`config.mk`:
```
export PLATFORM = sky130hd
export DESIGN_NAME = mbx_ctrl
export DESIGN_NICKNAME = d
export VERILOG_FILES = /design/src/rtl/mbx_pkg.sv /design/src/rtl/mbx_flag.sv /design/src/rtl/mbx_slot.sv /design/src/rtl/mbx_ctrl.sv
export SDC_FILE = /design/constraint.sdc
export NUM_CORES = 1
export LEC_CHECK = 0
export ABC_CLOCK_PERIOD_IN_PS = 2300
export BUFFER_PORTS_ARGS = -buffer_cell sky130_fd_sc_hd__buf_4
export CORE_AREA = 2 2 77 79
export DETAILED_ROUTE_END_ITERATION = 7
export DIE_AREA = 0 0 79 81
export MAX_ROUTING_LAYER = met4
export PLACE_DENSITY_LB_ADDON = 0.1
export SLEW_MARGIN = 10
export SYNTH_ARGS = -nofsm -noshare
export SYNTH_HDL_FRONTEND = slang
export SYNTH_SLANG_ARGS = --single-unit
```
`constraint.sdc`:
```
create_clock -name clk -period 2.3 [get_ports clk]
set_input_delay 0.23 -clock clk [delete_from_list [all_inputs] [get_ports clk]]
set_output_delay 0.23 -clock clk [all_outputs]
set_load 0.03 [all_outputs]
```
`src/rtl/mbx_pkg.sv`:
```
`timescale 1ns/1ps
package mbx_pkg;
    typedef enum logic [1:0] {
        MB_IDLE = 2'd0,
        MB_NEW  = 2'd1,
        MB_RCVD = 2'd2,
        MB_DONE = 2'd3
    } mb_state_e;
endpackage

```
`src/rtl/mbx_flag.sv`:
```
`timescale 1ns/1ps
// Sticky event flag; a set in the clearing cycle wins.
module mbx_flag (
    input  logic clk,
    input  logic rst_n,
    input  logic set_i,
    input  logic clr_i,
    output logic flag_o
);
    always_ff @(posedge clk) begin
        if (!rst_n) flag_o <= 1'b0;
        else        flag_o <= set_i | (flag_o & ~clr_i);
    end
endmodule

```
`src/rtl/mbx_slot.sv`:
```
`timescale 1ns/1ps
// One mailbox slot: owner posts and retires, responder accepts and finishes.
module mbx_slot
    import mbx_pkg::*;
#(
    parameter mb_state_e TRIG = MB_DONE   // state whose entry is reported
) (
    input  logic      clk,
    input  logic      rst_n,
    input  logic      own_req,
    input  mb_state_e own_tgt,
    input  logic      rsp_req,
    input  mb_state_e rsp_tgt,
    output mb_state_e state_o,
    output logic      err_o,
    output logic      enter_o
);
    mb_state_e cur, nxt;
    logic      own_ok, rsp_ok;

    // next-state decision
    always_comb begin
        nxt    = cur;
        own_ok = 1'b0;
        rsp_ok = 1'b0;
        unique case (cur)
            MB_IDLE: own_ok = own_req && (own_tgt == MB_NEW);
            MB_NEW:  rsp_ok = rsp_req && (rsp_tgt == MB_RCVD);
            MB_RCVD: rsp_ok = rsp_req && (rsp_tgt == MB_DONE);
            MB_DONE: own_ok = own_req && (own_tgt == MB_IDLE);
        endcase
        if (own_ok)      nxt = own_tgt;
        else if (rsp_ok) nxt = rsp_tgt;
    end

    // state register
    always_ff @(posedge clk) begin
        if (!rst_n) cur <= MB_IDLE;
        else        cur <= nxt;
    end

    // outputs
    always_comb begin
        state_o = cur;
        err_o   = (own_req && !own_ok) || (rsp_req && !rsp_ok);
        enter_o = (nxt == TRIG) && (cur != TRIG);
    end
endmodule

```
`src/rtl/mbx_ctrl.sv`:
```
`timescale 1ns/1ps
module mbx_ctrl
    import mbx_pkg::*;
#(
    parameter int NCH = 7,
    parameter int CW  = $clog2(NCH + 1)
) (
    input  logic            clk,
    input  logic            rst_n,
    input  logic            h_valid,
    input  logic            h_dir,
    input  logic [CW-1:0]   h_chan,
    input  logic [1:0]      h_state,
    input  logic            p_valid,
    input  logic            p_dir,
    input  logic [CW-1:0]   p_chan,
    input  logic [1:0]      p_state,
    input  logic            clr_int0,
    input  logic            clr_int1,
    output logic [2*NCH-1:0] send_state_o,
    output logic [2*NCH-1:0] recv_state_o,
    output logic [NCH-1:0]  send_done_mask,
    output logic [NCH-1:0]  recv_new_mask,
    output logic            int0,
    output logic            int1,
    output logic            proto_err
);
    localparam int SW = 2 * NCH;

    logic [NCH-1:0] s_err, r_err, s_enter, r_enter;
    logic           h_bad, p_bad, err_q;
    mb_state_e      h_tgt, p_tgt;

    assign h_tgt = mb_state_e'(h_state);
    assign p_tgt = mb_state_e'(p_state);
    assign h_bad = h_valid && (32'(h_chan) >= NCH);
    assign p_bad = p_valid && (32'(p_chan) >= NCH);

    for (genvar c = 0; c < NCH; c++) begin : g_ch
        logic      h_hit, p_hit;
        mb_state_e s_st, r_st;
        assign h_hit = h_valid && (h_chan == CW'(c));
        assign p_hit = p_valid && (p_chan == CW'(c));

        // send slot: host owns, processor responds
        mbx_slot #(.TRIG(MB_DONE)) u_send (
            .clk(clk), .rst_n(rst_n),
            .own_req(h_hit && !h_dir), .own_tgt(h_tgt),
            .rsp_req(p_hit && !p_dir), .rsp_tgt(p_tgt),
            .state_o(s_st), .err_o(s_err[c]), .enter_o(s_enter[c])
        );
        // receive slot: processor owns, host responds
        mbx_slot #(.TRIG(MB_NEW)) u_recv (
            .clk(clk), .rst_n(rst_n),
            .own_req(p_hit && p_dir), .own_tgt(p_tgt),
            .rsp_req(h_hit && h_dir), .rsp_tgt(h_tgt),
            .state_o(r_st), .err_o(r_err[c]), .enter_o(r_enter[c])
        );

        assign send_state_o[2*c +: 2] = s_st;
        assign recv_state_o[2*c +: 2] = r_st;
        assign send_done_mask[c]      = (s_st == MB_DONE);
        assign recv_new_mask[c]       = (r_st == MB_NEW);
    end

    mbx_flag u_int0 (.clk(clk), .rst_n(rst_n), .set_i(|s_enter), .clr_i(clr_int0), .flag_o(int0));
    mbx_flag u_int1 (.clk(clk), .rst_n(rst_n), .set_i(|r_enter), .clr_i(clr_int1), .flag_o(int1));

    always_ff @(posedge clk) begin
        if (!rst_n) err_q <= 1'b0;
        else        err_q <= err_q | (|s_err) | (|r_err) | h_bad | p_bad;
    end
    assign proto_err = err_q;

    initial begin
        if (SW != $bits(send_state_o)) $error("state vector width");
    end
endmodule

```
==> flow_summary.json, run 1 <==
{
  "status": "completed",
  "track_usage_pct": 29.5,
  "path_delay_family": "compound AO/OA/AOI/OAI gates",
  "ant_nets": 0,
  "fill_cells": 532,
  "cts-root-buf": "clkbuf_8",
  "synthCells": 380,
  "grt_max_degree": 27,
  "drive_gt1_share_pct": 22.1,
  "startpoint_type": "register",
  "cts.clk_slew.worst_paths_ns": 0.07,
  "fin_ws_ns": 0.151,
  "syn_nets": 433,
  "antenna_found_initial": 0,
  "worst_slew_pin_slew_ns": 0.796,
  "maxSlewHeadroom_pct": 46.9,
  "dp_slack_ns": 0.0957,
  "synthArstFlopShare_pct": 0,
  "multiInputGateArea_sq_um": 2200,
  "core-area_sq_um": 5680,
  "hold_slack_ns": 0.250,
  "drv_slew": 0,
  "p_comb_share_pct": 19.3,
  "vdd.ir_drop.worst_v": 0.000219,
  "yosysWarnings": 0,
  "hold_path_class": "in2reg",
  "power_uw": 1240,
  "finalSetupTns_ns": 0,
  "holdPathStages": 3,
  "dr.first_iter.drc_count": 177,
  "clock_path_buffers": 2,
  "hp-start": "rst_n",
  "clock_latency_ns": 0.29,
  "power.net_switching_uw": 374,
  "fin_nets": 496,
  "synth_seq_cells": 31,
  "cp.arrival_ns": 2.32,
  "fmax_mhz": 465,
  "numClockSinks": 31,
  "cts_tree": "built",
  "p_per_area_nw_per_um2": 337,
  "path_max_fanout": 4,
  "die_w_um": 79,
  "cp_slowest_stage_delay_ns": 0.40,
  "seq_area_sq_um": 626,
  "ios": 63,
  "io_buffers": 62,
  "rows": 28,
  "reg2reg_slack_ns": 0.15,
  "area_growth_pct": 21.7,
  "synth.avg_cell_area_sq_um": 7.94,
  "yosys_most_used_dff": "dfxtp_1",
  "critical_path_required_ns": 2.47,
  "die_h_um": 81,
  "synthTopCellsByArea": "dfxtp_1, ha_1, xor2_1",
  "place.gp.congestion": 0.928,
  "post-route-min-period_ns": 2.15,
  "clkPwrFrac_pct": 36.7,
  "cp_slowest_cell": "o41a_1",
  "setup_viol": 0,
  "cp-end-kind": "register",
  "synth_edf_count": 0,
  "dp_hpwl_um": 6720,
  "dr.pass1.iters": 5,
  "cp_cell_sequence": "inv_1 > ha_1 > nand2b_1 > nor4_1 > buf_4 > mux2i_1 > o41ai_1 > o41a_1",
  "cap_violations": 0,
  "grt_pass1_vias": 2886,
  "grt_overflow": 0,
  "vias": 3016,
  "sequentialPowerShare_pct": 44.0,
  "cp_num_cells": 8,
  "hold_violations": 0,
  "yosysTopAreaCell": "dfxtp_1",
  "synth_top_cell_area_share_pct": 20.6,
  "r2r-end": "u_int0.flag_o",
  "worstSetupPathType": "reg2reg",
  "mappedNetlistArea_sq_um": 3020,
  "power.internal_uw": 864,
  "fin_crit_sh_pct": 93.4,
  "num_antenna_cells": 0,
  "drc": 0,
  "swShare_pct": 30.2,
  "skew_ns": 0.00673,
  "critPathBufInv": 2,
  "holdPathEnd": "g_ch[1].u_recv.state_o[1]",
  "r2r_start": "g_ch[3].u_send.state_o[0]",
  "ff2ff_path_depth": 8,
  "synth-seq-area-share_pct": 20.6,
  "cts.htree.levels": 2,
  "start_util_pct": 53.2,
  "via_per_inst": 5.82,
  "grt_pass1_wl_um": 14500,
  "post_drt_wl_per_cell_um": 17.2,
  "wirelength_um": 8890,
  "cts-buffers-inserted": 5,
  "ys_types": 57,
  "p_leak_uw": 0.00157,
  "dieArea_sq_um": 6400
}
metrics by stage:
stage,cell area (sq um),std cells,util (%)
after floorplan,3020,380,-
after global placement,3570,511,62.9
after detailed placement,3570,511,62.9
after CTS,3650,518,64.4
after global routing,3670,518,64.7
final,3670,518,64.7
timing repair:
action | in CTS | in global routing
endpoints found under the setup margin | 0 | 3
setup buffers | 0 | 0
hold buffers | 0 | 0
gates resized for setup | 0 | 4
layout by cell type (no fill, tap or decap), types with 2 or more instances in the layout:
cell	synthesis	final
a211oi_1	9	9
a21oi_1	9	9
a311oi_1	2	2
a31oi_1	5	5
and2_1	2	2
and3_2	2	2
and4_1	3	3
buf_4	2	71
clkbuf_8	0	6
dfxtp_1	31	27
dfxtp_2	0	4
ha_1	35	35
inv_1	29	29
mux2i_1	12	12
nand2_1	19	19
nand2b_1	11	11
nand3_1	17	17
nand3b_1	8	8
nand4_1	10	10
nand4b_1	7	7
nor2_1	44	44
nor2b_1	11	11
nor3_1	18	18
nor3b_1	2	2
nor4_1	3	3
nor4_4	1	2
o211a_1	2	2
o211ai_1	3	3
o21ai_0	4	4
o22ai_1	4	4
o32ai_1	2	2
o41ai_1	4	4
or2_2	3	3
or3_1	2	2
or4_1	3	3
xnor2_1	7	7
xor2_1	20	20
flip-flops by register name (all words and copies together) (netlist names):
register	cells
g_ch.u_send.state_o	14
u_int0.flag_o	1
u_int1.flag_o	1
g_ch.u_recv.state_o	14
proto_err	1
cell families after synthesis:
logic type / Yosys count / synth area share (%)
multiplexers: 13 / 4.36
adder cells (fa/ha/maj): 35 / 14.5
flip-flops: 31 / 20.6
buffers and inverters: 46 / 7.01
AO/OA/AOI/OAI: 51 / 12.2
XOR/XNOR: 28 / 8.38
AND/OR/NAND/NOR: 176 / 32.9
worst register-to-register path, delay by kind of cell (launching register included):
| family | cells | cell delay (ns) |
|---|---|---|
| mux | 1 | 0.24 |
| simple gates | 2 | 0.41 |
| buf+inv | 2 | 0.22 |
| fa+ha+maj | 1 | 0.30 |
| flops | 1 | 0.36 |
| compound gates | 2 | 0.50 |
power groups by stage:
stage          sequential (uW)  combinational (uW)  clock [uW]
2_1_floorplan              566                 141           0
3_3_place_gp               558                 229           0
3_5_place_dp               557                 230           0
4_1_cts                    545                 232         469
5_1_grt                    546                 255         492
6_report                   545                 238         455
routing by layer:
metal | wire length [um] | global-route usage [%]
met5 | 0 | -
met3 | 595 | 4.33
met1 | 4100 | 39.8
met4 | 89 | 7.41
met2 | 4110 | 46.8
cell usage after synthesis, drive strengths merged, types with 3 or more instances:
cell	instances
a211oi	9
a21oi	9
a31oi	5
and4	3
buf	7
clkbuf	9
dfxtp	31
ha	35
inv	29
mux2i	12
nand2	19
nand2b	11
nand3	17
nand3b	8
nand4	10
nand4b	7
nor2	44
nor2b	11
nor3	18
nor3b	3
nor4	5
o211ai	3
o21ai	4
o22ai	4
o41ai	4
or2	4
or4	4
xnor2	7
xor2	21
worst max-delay path by stage:
| stage | startpoint | end | slack [ns] |
|---|---|---|---|
| floorplan | g_ch[0].u_send.state_o[1] | u_int0.flag_o | 0.04 |
| global placement | g_ch[6].u_send.state_o[0] | u_int0.flag_o | 0.14 |
| detailed placement | g_ch[6].u_send.state_o[0] | u_int0.flag_o | 0.1 |
| CTS | g_ch[6].u_send.state_o[0] | u_int0.flag_o | 0.08 |
| global route | g_ch[1].u_recv.state_o[0] | proto_err | -0.003 |
| finish | g_ch[3].u_send.state_o[0] | u_int0.flag_o | 0.15 |
final cells by class:
cell class | instances | area share (%)
inverters | 30 | 3.07
flip-flops and latches | 31 | 17.0
clock inverters | 1 | 0.136
well taps | 75 | 2.56
repair buffers | 72 | 15.1
clock buffers | 6 | 2.25
multi-input cells | 303 | 59.9
No activity file was read; power rests on OpenSTA's default activity.
==> run 2, diff against run 1 <==
Settings changed: BUFFER_PORTS_ARGS -buffer_cell sky130_fd_sc_hd__buf_4 to unset, CORE_AREA 2 2 77 79 to 2 2 76 78, DIE_AREA 0 0 79 81 to 0 0 78 80, DONT_BUFFER_PORTS set to 1.
==> run 2 against run 1 <==
Compared with the run above:
- clock power increased by 28%
- largest power group is now the clock network
- register-to-register slack worse by 0.07 ns
- clock skew rose by 0.0014 ns
- clock-buffer cell count is the same
- first-iteration DRC count rose by 14%
- via count decreased by 1.8%
- final area is 7.1% lower
- fmax decreased by 3.0%
==> flow_summary.json, run 2 (synthesis results as in run 1) <==
{
  "antenna_found_initial": 0,
  "hold_violations": 0,
  "numClockSinks": 31,
  "p_per_area_nw_per_um2": 375,
  "final_cell_mix": "nor2_1, buf_4, ha_1",
  "cp-end-kind": "register",
  "rows": 27,
  "reg2reg_slack_ns": 0.08,
  "path_max_fanout": 2,
  "power_uw": 1280,
  "dieArea_sq_um": 6240,
  "place.gp.congestion": 0.975,
  "setup_viol": 0,
  "grt_max_degree": 30,
  "cts-root-buf": "clkbuf_8",
  "rsz0062_at_grt": "no",
  "post-route-min-period_ns": 2.22,
  "cap_violations": 0,
  "cts_tree": "built",
  "drc": 0,
  "cts.htree.levels": 2,
  "cp_slowest_cell": "o41a_1",
  "clock_path_buffers": 2,
  "final_common_cell": "nor2_1",
  "clock_latency_ns": 0.29,
  "dp_hpwl_um": 6760,
  "cp_cell_sequence": "inv_1 > ha_1 > nand2b_1 > nor4_2 > mux2i_1 > or4_1 > o41ai_1 > o41a_1",
  "core-area_sq_um": 5410,
  "grt_pass1_wl_um": 14100,
  "finalSetupTns_ns": 0,
  "status": "completed",
  "grt_use_met2_pct": 47.8,
  "wirelength_um": 8810,
  "cp.arrival_ns": 2.40,
  "fmax_mhz": 451,
  "cp_slowest_stage_delay_ns": 0.42,
  "ant_nets": 0,
  "skew_ns": 0.00814,
  "drv_slew": 0,
  "drive_gt1_share_pct": 15.1,
  "grt_busiest_layer": "met2",
  "dr.first_iter.drc_count": 202,
  "vdd.ir_drop.worst_v": 0.000249,
  "die_h_um": 80,
  "cts.clk_slew.worst_paths_ns": 0.08,
  "p_leak_uw": 0.00140,
  "area_growth_pct": 13.1,
  "grt_overflow": 0,
  "vias": 2962,
  "maxSlewHeadroom_pct": 48.3,
  "track_usage_pct": 29.6,
  "cts-buffers-inserted": 5,
  "fin_ws_ns": 0.0847,
  "start_util_pct": 55.8,
  "fin_crit_sh_pct": 96.3,
  "worstSetupPathType": "reg2reg",
  "cts-resized-gates": 0,
  "hold_path_class": "in2reg",
  "grt_pass1_vias": 2817,
  "use_met1_pct": 37.3,
  "via_per_inst": 6.15,
  "fin_nets": 462,
  "hold_buffers": 0,
  "use_met3_pct": 6.56,
  "io_buffers": 0,
  "ios": 63,
  "critical_path_required_ns": 2.48,
  "post_drt_wl_per_cell_um": 18.3,
  "num_antenna_cells": 0,
  "dr.pass1.iters": 5,
  "die_w_um": 78,
  "dp_slack_ns": 0.111,
  "postCtsSetupRepairBufs": 0,
  "worst_slew_pin_slew_ns": 0.774,
  "startpoint_type": "register"
}
run 2: cell types whose count changed in the layout (fill, tap and decap cells not counted), sizes merged:
cell,change
buf,-34
bufinv,+1
run 2: final timing paths:
| path | depth (start not counted) | from | endpoint |
|---|---|---|---|
| worst min-delay path | 2 | rst_n | g_ch[4].u_recv.state_o[1] |
| worst max-delay path | 8 | g_ch[6].u_send.state_o[0] | u_int0.flag_o |
| worst max register to register | 8 | g_ch[6].u_send.state_o[0] | u_int0.flag_o |
| worst min register to register | 2 | g_ch[5].u_send.state_o[1] | g_ch[5].u_send.state_o[1] |
run 2: cell type report:
type | instances | area, sq um
Multi-Input combinational cell | 303 | 2180
Fill cell | 503 | 1990
Sequential cell | 31 | 623
Timing Repair Buffer | 38 | 285
Inverter | 30 | 113
Tap cell | 72 | 90.1
Clock buffer | 6 | 82.6
Clock inverter | 2 | 35.0
run 2: metal layers:
| metal | vias up | routed length (um) |
|---|---|---|
| met5 | - | 0 |
| met4 | 0 | 146 |
| met3 | 15 | 757 |
| met2 | 124 | 4050 |
| met1 | 1406 | 3850 |
| li1 | 1417 | - |
run 2: critical path: cells and delay by family, from the launching register on:
kind	cells	cell delay, ns
compound gates	2	0.52
fa+ha+maj	1	0.29
buf+inv	1	0.04
flops	1	0.33
mux	1	0.26
simple gates	3	0.66
run 2: per-stage QoR:
step	hold slack, ns	instance area, sq um	util, %	std cells
finish	0.0455	3410	63.1	482
global route	0.0485	3410	63.1	482
CTS	0.0408	3410	63.1	482
detailed placement	0.350	3300	61.0	474
global placement	0.348	3300	61.0	474
floorplan	0.499	3020	-	380
run 2: report_power, final:
part	internal [uW]	switching (uW)
registers	541	10.2
logic	58.8	85.9
clock network	351	232
total	950	328
==> run 3, diff against run 2 <==
Settings changed: RECOVER_POWER set to 100.
==> run 3 against run 2 <==
Compared with the run above:
- clock-buffer cell count did not move
- clock skew rose by 0.00075 ns
- routed wire length fell by 0.74%
- combinational power barely moved
- final area fell by 2.5%
- die area did not move
- fmax fell by 0.18%
- critical path depth did not move
- first-iteration DRC count fell by 6.9%
- critical path type unchanged
- critical endpoint unchanged
==> flow_summary.json, run 3 (synthesis results as in run 1) <==
{
  "status": "completed",
  "cts-resized-gates": 0,
  "vdd.ir_drop.worst_v": 0.000249,
  "track_usage_pct": 29.6,
  "drc": 0,
  "setup_viol": 0,
  "startpoint_type": "register",
  "rows": 27,
  "postCtsSetupRepairBufs": 0,
  "cp_cell_sequence": "inv_1 > ha_1 > nand2b_1 > nor4_2 > mux2i_1 > or4_1 > o41ai_1 > o41a_1",
  "grt_pass1_vias": 2817,
  "clock_latency_ns": 0.29,
  "cts-buffers-inserted": 5,
  "core-area_sq_um": 5410,
  "fin_ws_ns": 0.0808,
  "maxSlewHeadroom_pct": 48.6,
  "numClockSinks": 31,
  "utilization_pct": 61.6,
  "dp_hpwl_um": 6760,
  "path_max_fanout": 2,
  "hold_path_class": "in2reg",
  "p_per_area_nw_per_um2": 385,
  "wirelength_um": 8750,
  "ios": 63,
  "start_util_pct": 55.8,
  "grt_pass1_wl_um": 14100,
  "cp_slowest_stage_delay_ns": 0.42,
  "die_h_um": 80,
  "skew_ns": 0.00889,
  "cp.arrival_ns": 2.40,
  "cts.clk_slew.worst_paths_ns": 0.08,
  "dr.first_iter.drc_count": 188,
  "cts.htree.levels": 2,
  "cap_violations": 0,
  "hold_buffers": 0,
  "final_cell_mix": "nor2_1, ha_1, inv_1, dfxtp_1, clkbuf_1",
  "worst_slew_pin_slew_ns": 0.770,
  "final_common_cell": "nor2_1",
  "worstSetupPathType": "reg2reg",
  "fmax_mhz": 451,
  "grt_max_degree": 30,
  "fin_crit_sh_pct": 96.5,
  "vias": 2957,
  "io_buffers": 0,
  "cts-root-buf": "clkbuf_8",
  "hold_violations": 0,
  "grt_overflow": 0,
  "power_uw": 1280,
  "die_w_um": 78,
  "cp-end-kind": "register",
  "post-route-min-period_ns": 2.22,
  "ant_nets": 0,
  "rsz0062_at_grt": "no",
  "post_drt_wl_per_cell_um": 18.1,
  "clock_path_buffers": 2,
  "place.gp.congestion": 0.975,
  "drv_slew": 0,
  "p_leak_uw": 0.00130,
  "reg2reg_slack_ns": 0.08,
  "fin_nets": 462,
  "cp_slowest_cell": "o41a_1",
  "dieArea_sq_um": 6240,
  "finalSetupTns_ns": 0,
  "dp_slack_ns": 0.111,
  "area_growth_pct": 10.3,
  "critical_path_required_ns": 2.48,
  "antenna_found_initial": 0,
  "drive_gt1_share_pct": 9.51,
  "dr.pass1.iters": 5,
  "num_antenna_cells": 0,
  "cts_tree": "built",
  "via_per_inst": 6.13
}
==> run 3: worst paths after layout <==
kind	start	endpoint	cells after the start
setup / recovery	g_ch[6].u_send.state_o[0]	u_int0.flag_o	8
setup reg to reg	g_ch[6].u_send.state_o[0]	u_int0.flag_o	8
hold reg to reg	g_ch[3].u_recv.state_o[1]	g_ch[3].u_recv.state_o[1]	2
hold / removal	rst_n	g_ch[4].u_recv.state_o[1]	2
==> run 3: worst max-delay path: cells and delay by family, from the launching register on <==
family	cells	cell delay, ns
DFF	1	0.33
adders and majority gates	1	0.29
muxes	1	0.26
AOI/OAI and AO/OA	2	0.53
and+or+nand+nor	3	0.66
buffers and inverters	1	0.04
==> run 3: final cells by class <==
cell class	instances	area (sq um)
Clock inverter	2	35.0
Inverter	30	113
Multi-Input combinational cell	303	2180
Timing Repair Buffer	38	199
Tap cell	72	90.1
Clock buffer	6	82.6
Fill cell	527	2080
Sequential cell	31	623
==> run 3: metal layers <==
metal	part of all wire, %	wire length, um	track usage, %	vias up
met5	0	0	-	-
met4	1.4	119	8.60	0
met3	7.9	694	6.56	14
met2	47	4070	47.8	120
met1	44	3860	37.3	1405
li1	-	-	-	1418
==> run 3: through the flow <==
| stage | area, sq um | std cells | hold slack, ns |
|---|---|---|---|
| 2_1_floorplan | 3020 | 380 | 0.499 |
| 3_3_place_gp | 3300 | 474 | 0.348 |
| 3_5_place_dp | 3300 | 474 | 0.350 |
| 4_1_cts | 3410 | 482 | 0.0408 |
| 5_1_grt | 3330 | 482 | 0.0485 |
| 6_report | 3330 | 482 | 0.0444 |
==> run 3: power breakdown <==
group	internal, uW	switching [uW]
sequential	541	9.93
combinational	57.9	86.0
clock	351	234
